===== src/rtl/txd_pkg.sv =====
`timescale 1ns/1ps
package txd_pkg;
  localparam int unsigned DESC_W = 32;
  // field positions decoded by the DMA engine and host
  localparam int unsigned OWN_B = 31;
  localparam int unsigned ERR_B = 30;
  localparam int unsigned FCS_B = 29;
  localparam int unsigned SEL_B = 28;  // multi-retry or per-frame irq request
  localparam int unsigned ONE_B = 27;
  localparam int unsigned DEF_B = 26;
  localparam int unsigned STP_B = 25;
  localparam int unsigned ENP_B = 24;

  typedef struct packed {
    logic uflo;
    logic lcol;
    logic lcar;
    logic rtry;
    logic bpe;
  } tx_err_t;
endpackage


===== src/rtl/txd_fcs_ctl.sv =====
`timescale 1ns/1ps
module txd_fcs_ctl (
  input  logic clk_i,
  input  logic rst_ni,
  input  logic load_i,
  input  logic stp_i,
  input  logic add_i,
  input  logic cfg_fcs_off_i,
  input  logic cfg_auto_pad_i,
  output logic fcs_en_o
);
  logic req_q;

  always_ff @(posedge clk_i or negedge rst_ni) begin
    if (!rst_ni)     req_q <= 1'b0;
    else if (load_i) req_q <= stp_i ? add_i : (req_q | add_i);
  end

  assign fcs_en_o = !cfg_fcs_off_i || (req_q && !cfg_auto_pad_i);


  pad_masks_req_chk: assert property (@(posedge clk_i) disable iff (!rst_ni)
    (cfg_auto_pad_i && cfg_fcs_off_i) |-> !fcs_en_o);

  start_req_chk: assert property (@(posedge clk_i) disable iff (!rst_ni)
    (load_i && stp_i && add_i && !cfg_auto_pad_i) |=> (fcs_en_o || $changed(cfg_auto_pad_i)));
endmodule


===== src/rtl/txd_status_build.sv =====
`timescale 1ns/1ps
module txd_status_build
  import txd_pkg::*;
#(
  parameter int unsigned RETRY_W = 4
) (
  input  logic [DESC_W-1:0]  desc_i,
  input  logic [RETRY_W-1:0] retry_cnt_i,
  input  tx_err_t            err_i,
  input  logic               defer_i,
  input  logic               cfg_irq_sel_i,
  output logic               err_any_o,
  output logic [DESC_W-1:0]  wb_o
);
  localparam logic [RETRY_W-1:0] ONE_RETRY = RETRY_W'(1);

  logic enp, one_f, more_f;

  assign enp       = desc_i[ENP_B];
  assign err_any_o = err_i.uflo | err_i.lcol | err_i.lcar | err_i.rtry | err_i.bpe;
  assign one_f     = enp && (retry_cnt_i == ONE_RETRY) && !err_i.lcol;
  assign more_f    = enp && (retry_cnt_i > ONE_RETRY);

  always_comb begin
    wb_o        = desc_i;
    wb_o[OWN_B] = 1'b0;
    wb_o[ERR_B] = err_any_o;
    wb_o[ONE_B] = one_f;
    wb_o[DEF_B] = defer_i;
    if (!cfg_irq_sel_i) wb_o[SEL_B] = more_f;
  end


  one_more_excl_chk: assert final (!(one_f && more_f));
endmodule


===== src/rtl/txd_irq_ctl.sv =====
`timescale 1ns/1ps
module txd_irq_ctl (
  input  logic clk_i,
  input  logic rst_ni,
  input  logic done_i,
  input  logic err_any_i,
  input  logic enp_i,
  input  logic ltint_i,
  input  logic cfg_irq_sel_i,
  input  logic cfg_ok_irq_off_i,
  output logic irq_o
);
  logic ok_req, irq_d;

  // per-frame request overrides the global success-interrupt disable
  assign ok_req = cfg_irq_sel_i ? ltint_i : !cfg_ok_irq_off_i;
  assign irq_d  = done_i && (err_any_i || (enp_i && ok_req));

  always_ff @(posedge clk_i or negedge rst_ni) begin
    if (!rst_ni) irq_o <= 1'b0;
    else         irq_o <= irq_d;
  end


  err_irq_chk: assert property (@(posedge clk_i) disable iff (!rst_ni)
    (done_i && err_any_i) |=> irq_o);

  mid_ok_quiet_chk: assert property (@(posedge clk_i) disable iff (!rst_ni)
    (done_i && !err_any_i && !enp_i) |=> !irq_o);

  sel_ltint_chk: assert property (@(posedge clk_i) disable iff (!rst_ni)
    (done_i && !err_any_i && enp_i && cfg_irq_sel_i) |=> (irq_o == $past(ltint_i)));
endmodule


===== src/rtl/txd_status_wb.sv =====
`timescale 1ns/1ps
module txd_status_wb
  import txd_pkg::*;
#(
  parameter int unsigned RETRY_W = 4
) (
  input  logic               clk_i,
  input  logic               rst_ni,
  input  logic               desc_valid_i,
  input  logic [31:0]        desc_i,
  input  logic               cfg_irq_sel_i,
  input  logic               cfg_ok_irq_off_i,
  input  logic               cfg_fcs_off_i,
  input  logic               cfg_auto_pad_i,
  input  logic               done_i,
  input  logic [RETRY_W-1:0] retry_cnt_i,
  input  logic               err_uflo_i,
  input  logic               err_lcol_i,
  input  logic               err_lcar_i,
  input  logic               err_rtry_i,
  input  logic               err_bpe_i,
  input  logic               defer_i,
  output logic               fcs_en_o,
  output logic               wb_valid_o,
  output logic [31:0]        wb_desc_o,
  output logic               irq_o
);
  logic [DESC_W-1:0] cur_q, wb_d;
  tx_err_t           err;
  logic              err_any;

  assign err = '{uflo: err_uflo_i, lcol: err_lcol_i, lcar: err_lcar_i,
                 rtry: err_rtry_i, bpe: err_bpe_i};

  always_ff @(posedge clk_i or negedge rst_ni) begin
    if (!rst_ni)           cur_q <= '0;
    else if (desc_valid_i) cur_q <= desc_i;
  end

  txd_fcs_ctl u_fcs (
    .clk_i          (clk_i),
    .rst_ni         (rst_ni),
    .load_i         (desc_valid_i),
    .stp_i          (desc_i[STP_B]),
    .add_i          (desc_i[FCS_B]),
    .cfg_fcs_off_i  (cfg_fcs_off_i),
    .cfg_auto_pad_i (cfg_auto_pad_i),
    .fcs_en_o       (fcs_en_o)
  );

  txd_status_build #(.RETRY_W(RETRY_W)) u_build (
    .desc_i        (cur_q),
    .retry_cnt_i   (retry_cnt_i),
    .err_i         (err),
    .defer_i       (defer_i),
    .cfg_irq_sel_i (cfg_irq_sel_i),
    .err_any_o     (err_any),
    .wb_o          (wb_d)
  );

  txd_irq_ctl u_irq (
    .clk_i            (clk_i),
    .rst_ni           (rst_ni),
    .done_i           (done_i),
    .err_any_i        (err_any),
    .enp_i            (cur_q[ENP_B]),
    .ltint_i          (cur_q[SEL_B]),
    .cfg_irq_sel_i    (cfg_irq_sel_i),
    .cfg_ok_irq_off_i (cfg_ok_irq_off_i),
    .irq_o            (irq_o)
  );

  always_ff @(posedge clk_i or negedge rst_ni) begin
    if (!rst_ni) begin
      wb_valid_o <= 1'b0;
      wb_desc_o  <= '0;
    end else begin
      wb_valid_o <= done_i;
      if (done_i) wb_desc_o <= wb_d;
    end
  end


  wb_follows_done_chk: assert property (@(posedge clk_i) disable iff (!rst_ni)
    done_i |=> (wb_valid_o && !wb_desc_o[OWN_B]));

  wb_single_chk: assert property (@(posedge clk_i) disable iff (!rst_ni)
    !done_i |=> !wb_valid_o);

  irq_with_wb_chk: assert property (@(posedge clk_i) disable iff (!rst_ni)
    irq_o |-> wb_valid_o);

  err_flag_chk: assert property (@(posedge clk_i) disable iff (!rst_ni)
    (done_i && (err_uflo_i || err_bpe_i)) |=> wb_desc_o[ERR_B]);

  one_needs_enp_chk: assert property (@(posedge clk_i) disable iff (!rst_ni)
    (done_i && !cur_q[ENP_B]) |=> !wb_desc_o[ONE_B]);
endmodule


===== config.mk =====
export PLATFORM = sky130hd
export DESIGN_NAME = txd_status_wb
export DESIGN_NICKNAME = d
export VERILOG_FILES = /design/src/rtl/txd_pkg.sv /design/src/rtl/txd_fcs_ctl.sv /design/src/rtl/txd_status_build.sv /design/src/rtl/txd_irq_ctl.sv /design/src/rtl/txd_status_wb.sv
export SDC_FILE = /design/constraint.sdc
export NUM_CORES = 1
export LEC_CHECK = 0
export BUFFER_PORTS_ARGS = -buffer_cell sky130_fd_sc_hd__buf_2
export CORE_MARGIN = 1.5
export CORE_UTILIZATION = 40
export CTS_BUF_LIST = sky130_fd_sc_hd__clkbuf_16
export CTS_CLUSTER_SIZE = 14
export DETAILED_ROUTE_END_ITERATION = 12
export PLACE_DENSITY = 0.78
export SYNTH_ARGS = -nofsm -noshare
export SYNTH_HDL_FRONTEND = slang
export SYNTH_SLANG_ARGS = --single-unit

===== constraint.sdc =====
create_clock -name clk_i -period 1.4 [get_ports clk_i]
set_clock_uncertainty 0.15 [all_clocks]
set_input_delay 0.21 -clock clk_i [delete_from_list [all_inputs] [get_ports clk_i]]
set_output_delay 0.21 -clock clk_i [all_outputs]
set_load 0.01 [all_outputs]

-- Word level (Yosys, flattened, before mapping)
Cells that the tools add are included.
- order comparisons: 1
- equal/unequal tests: 1
- muxes and demuxes: 3
- bitwise gates (word level): 5
- reductions and logical operators: 12
- operators with widths (cell ; number):
    $logic_and A1 B1 Y1 ; 6
    $or A1 B1 Y1 ; 5
    $eq A4 B1 Y1 const B ; 1
    $gt A4 B1 Y1 const B ; 1
    $logic_not A1 Y1 ; 4
    $mux W1 ; 3
    $logic_or A1 B1 Y1 ; 2
- register bits after elaboration: 64
- input bits: 50
- output and inout bits: 35
- logic and storage cells: 27

-- Longest topological paths before layout
- depth in word-level cells: 6
- gate-level depth with buffers: 4
- gate-level depth less buffers: 3

-- By module
From an unflattened synthesis, not the netlist that was laid out.
- cells, all modules: 188
- area total of the unflattened synthesis: 3105.5 um^2
- by module, submodules not included (module ; times used ; cells an instance ; area each (um^2) ; sequential area each (um^2)):
    txd_status_wb ; 1 ; 137 ; 2715.1 ; 1626.6
    txd_status_build ; 1 ; 40 ; 285.3 ; 0.0
    txd_irq_ctl ; 1 ; 6 ; 58.8 ; 25.0
    txd_fcs_ctl ; 1 ; 5 ; 46.3 ; 25.0

-- Worst setup path after synthesis
No wires, ideal clock.
- path type: input port to flip-flop
- start point: input done_i
- end point: register wb_desc_o[21]
- setup time: 0.125 ns
- arrival: 0.905 ns
- data required time: 1.125 ns
- slack: 0.221 ns
- cell stages on the path: 3
- buffers on the path: 2
- path through: buf_2 -> buf_2 -> mux2_2
- RTL lines (what ; line ; RTL):
    from (decl) ; txd_status_wb.sv:15 ; input logic done_i,
    to (signal assigned) ; txd_status_wb.sv:79 ; if (done_i) wb_desc_o <= wb_d;
    to (decl) ; txd_status_wb.sv:25 ; output logic [31:0] wb_desc_o,
No word-level cell between the ends.

-- Worst setup path after layout
- start point: register u_fcs.req_q
- end point: output fcs_en_o
- word-level cells in the longest chain between the ends: 2
- ends and longest elaborated chain (what ; line ; RTL):
    from (decl) ; txd_fcs_ctl.sv:12 ; logic req_q;
    from (signal assigned) ; txd_fcs_ctl.sv:16 ; else if (load_i) req_q <= stp_i ? add_i : (req_q | add_i);
    $logic_and A1 B1 Y1 ; txd_fcs_ctl.sv:19 ; assign fcs_en_o = !cfg_fcs_off_i || (req_q && !cfg_auto_pad_i);
    $logic_or A1 B1 Y1 ; txd_fcs_ctl.sv:19 ;
    to (decl) ; txd_status_wb.sv:23 ; output logic fcs_en_o,
Every way passes these cells.

==> results.yml <==
die:
  floorplan.initialDensity: 0.421
  chipHeight_um: 79.8
  dieArea_mm2: 0.00637
  floorplan.rows: 27
  core_region_area_mm2: 0.00561
  chipWidth_um: 79.8
  i_o_pin_count: 85
placement:
  pre_cts_slack_ps: 76.1
  post_dp_cell_area_mm2: 0.00287
  routabilityCongestion: 0.701
  portBuffers: 79
  detailed_place_hpwl_um: 3030
clock_network:
  cts-root-buf: "sky130_fd_sc_hd__clkbuf_16"
  clk_pin_slew_ps: 50
  tritoncts: "done"
  clkLatencyLatePin_ps: 320
  clock_sink_count: 62
  number_of_buffers_between_clock_root_and_the_deepest_sink: 2
  clock_tree.htree_level_count: 3
  clock_buffers_created_by_tritoncts: 9
worst_setup_path:
  timing.critical_path.slowest_stage_cell: "sky130_fd_sc_hd__dfrtp_1"
  critPathCaptureType: "primary output"
  timing.setup.critical_path_class: "reg2out"
  critical_path_peak_fanout: 2
  cpLargestDelayFamily: "flip-flops"
  worst_ep_required_time_ps: 1040
  r2r_start: "cur_q[28]"
  crit_path_buf_inv_count: 2
  timing.critical_path.from: "u_fcs.req_q"
  critPathMaxStageDelay_ps: 360
  crit_path_start_kind: "register"
  worst_ep_arrival_time_ps: 960
  critical_path.cell_chain: "inv_1, o21ai_1, buf_2"
timing:
  setup_tns_ps: 0
  final_critical_path_time_including_i_o_delays_and_setup_ps: 1320
  max_freq_ghz: 0.756
  max_slew_violation_count: 0
  final.period_utilization: 0.945
  setup_viol_count_final: 0
  final_critical_path_setup_slack_ps: 77.4
  grt_setup_unrepaired: "no"
  final_hold_viol_count: 0
run_status:
  outcome: "finished, final reports clean"
synthesis:
  syn-num-nets: 198
  synth_fa_ha_area_frac: 0
  post_synth_xor_area_fraction: 0
  synth.avg_cell_area_um2: 15.9
  async_flop_share: 1.00
  synth_top_cell_area_share: 0.657
  ys.warnings.count: 0
  synthesis.instances: 148
  ys.flop_type: "sky130_fd_sc_hd__dfrtp_1"
  synth.top_cells.by_area: "sky130_fd_sc_hd__dfrtp_1, sky130_fd_sc_hd__mux2_2, sky130_fd_sc_hd__buf_2, sky130_fd_sc_hd__buf_4, sky130_fd_sc_hd__mux2_1"
  ys_ff_latch: 62
  synthesis.area_mm2: 0.00236
  synth.lib_cells_used.distinct: 21
  post_synthesis_compound_gate_area_fraction: 0.0239
  largest_family_of_logic_cells_by_synthesized_area: "multiplexers"
  synth-simple-area-share: 0.0297
  synth-edff-count: 0
  ys_seq_area_frac: 0.657
  yosys-mux-area-fraction: 0.262
  synth_largest_area_cell: "sky130_fd_sc_hd__dfrtp_1"
drt:
  vias: 1626
  dr.first_iter.drc_count: 37
  vias_per_cell: 4.77
  drt_wl_total_um: 4850
  drcViolationCount: 0
  postRouteAntennaNets: 0
  detail_route.wl_per_cell_um: 14.2
  first_pass_iters: 4
min_path:
  hold_path_class: "in2reg"
  hold_start: "retry_cnt_i[0]"
grt:
  first_pass_grt_wire_length_um: 7800
  track_usage: 0.167
  pin_count_of_the_biggest_net_entering_global_routing: 38
  antenna_found_initial: 0
  overall_overflow_remaining_after_global_route: 0
  first_global_vias: 1682
power_and_ir_drop:
  power-per-cell-area_mw_per_mm2: 1350
  leakage_nw: 1.60
  p_int_w: 0.00354
  total_switching_power_w: 0.00107
  netSwitchingFraction: 0.233
  power.share.combinational: 0.145
  irDropWorstVdd_mv: 0.729
  seqPwrFrac: 0.458
  share_clk_of_total_power: 0.397
cells_and_area:
  stdcell_area_mm2: 0.00342
  antenna-diode-count: 0
  layout-area-overhead-vs-synth_pct: 45.0
  layout.filler_cells: 467
  finalNetCount: 315
  drive_gt1_frac: 0.561
flow_run:
  drv_cap: 0
-- power by group through the flow --
stage | sequential, W | combinational, W | clock, W
5_1_grt | 0.00214 | 0.000727 | 0.00196
3_5_place_dp | 0.00214 | 0.000606 | 0
3_3_place_gp | 0.00213 | 0.000588 | 0
6_report | 0.00211 | 0.000668 | 0.00183
4_1_cts | 0.00211 | 0.000673 | 0.00188
2_1_floorplan | 0.00218 | 0.000255 | 0
-- cells by family after synthesis --
group | after synthesis
DFF | 62
and+or+nand+nor | 11
AOI/OAI and AO/OA | 8
other | 1
buffers and inverters | 11
muxes | 55
-- stage by stage --
| step | std cells | util | power [W] | hold slack, ps |
|---|---|---|---|---|
| final | 341 | 0.610 | 0.00461 | 30.4 |
| after global routing | 341 | 0.610 | 0.00483 | 39.5 |
| after CTS | 340 | 0.609 | 0.00467 | 14.7 |
| after detailed placement | 295 | 0.511 | 0.00274 | -14.6 |
| after global placement | 295 | 0.511 | 0.00271 | -30.5 |
| after floorplan | 148 | - | 0.00244 | -236 |
-- worst register-to-register path, stage by stage (launching register included) --
cell and delay [ps]:
sky130_fd_sc_hd__dfrtp_1 390, sky130_fd_sc_hd__and2_1 140, sky130_fd_sc_hd__o21ai_0 290, sky130_fd_sc_hd__a21boi_2 100
-- cell usage after synthesis (all sizes together) (2+ instances only) --
cell type  instances
o21ai              3
dfrtp             62
nor2               4
inv                3
buf                8
mux2              55
nand2              2
-- final cells by class --
class / instances / area [µm²] / share of cell area
clock inverter: 6 / 23.8 / 0.00695
multi-input combinational: 75 / 749 / 0.219
tap: 72 / 90.1 / 0.0263
timing repair buffer: 114 / 771 / 0.225
inverter: 3 / 11.3 / 0.00329
clock buffer: 9 / 225 / 0.0658
sequential: 62 / 1550 / 0.453
-- layout by cell type, fill, tap and decap left out --
master                          instances
sky130_fd_sc_hd__o21ai_1                1
sky130_fd_sc_hd__o22ai_1                1
sky130_fd_sc_hd__buf_4                  2
sky130_fd_sc_hd__a31oi_1                1
sky130_fd_sc_hd__a21boi_2               1
sky130_fd_sc_hd__dlygate4sd3_1         30
sky130_fd_sc_hd__nand3b_1               1
sky130_fd_sc_hd__clkinv_2               1
sky130_fd_sc_hd__a21oi_2                1
sky130_fd_sc_hd__mux2_2                53
sky130_fd_sc_hd__mux2_1                 2
sky130_fd_sc_hd__dfrtp_1               62
sky130_fd_sc_hd__conb_1                 1
sky130_fd_sc_hd__nand4b_1               1
sky130_fd_sc_hd__buf_2                 79
sky130_fd_sc_hd__a22o_1                 1
sky130_fd_sc_hd__nor2_1                 3
sky130_fd_sc_hd__or4_4                  1
sky130_fd_sc_hd__and2_1                 1
sky130_fd_sc_hd__buf_12                 3
sky130_fd_sc_hd__clkinv_1               2
sky130_fd_sc_hd__o21ai_0                2
sky130_fd_sc_hd__clkbuf_16              9
sky130_fd_sc_hd__nor2_4                 1
sky130_fd_sc_hd__inv_1                  6
sky130_fd_sc_hd__nand2_1                2
sky130_fd_sc_hd__or3_1                  1
-- sequential cells by signal, summed over array words and instances, names as in the netlist --
| signal | cells |
|---|---|
| u_fcs.req_q | 1 |
| u_irq.irq_o | 1 |
| cur_q | 28 |
| wb_desc_o | 31 |
| wb_valid_o | 1 |
-- routing by layer --
| layer | wire length (µm) | GRT usage |
|---|---|---|
| met3 | 281 | 0.0423 |
| met2 | 2370 | 0.286 |
| met1 | 2040 | 0.184 |
| met4 | 148 | 0.105 |
| met5 | 0 | 0 |
-- repair_timing --
item / 4_1_cts / 5_1_grt
resized for setup: 0 / 1
hold buffers: 30 / 0
setup endpoints to repair: 0 / 1
buffers inserted: 0 / 1
endpoints found under the hold margin: 78 / 0
-- path summary, 6_finish.rpt --
| path | end | slack [ps] | cells past startpoint |
|---|---|---|---|
| worst max-delay path | fcs_en_o | 80 | 3 |
| worst min-delay path | wb_desc_o[27] | 30 | 3 |
| worst max register to register | u_irq.irq_o | 220 | 3 |
| worst min register to register | wb_desc_o[2] | 350 | 1 |
| max in group asynchronous | wb_desc_o[3] | 400 | 3 |
| min in group asynchronous | wb_desc_o[26] | 190 | 2 |
(Power assumes the default switching activity.)
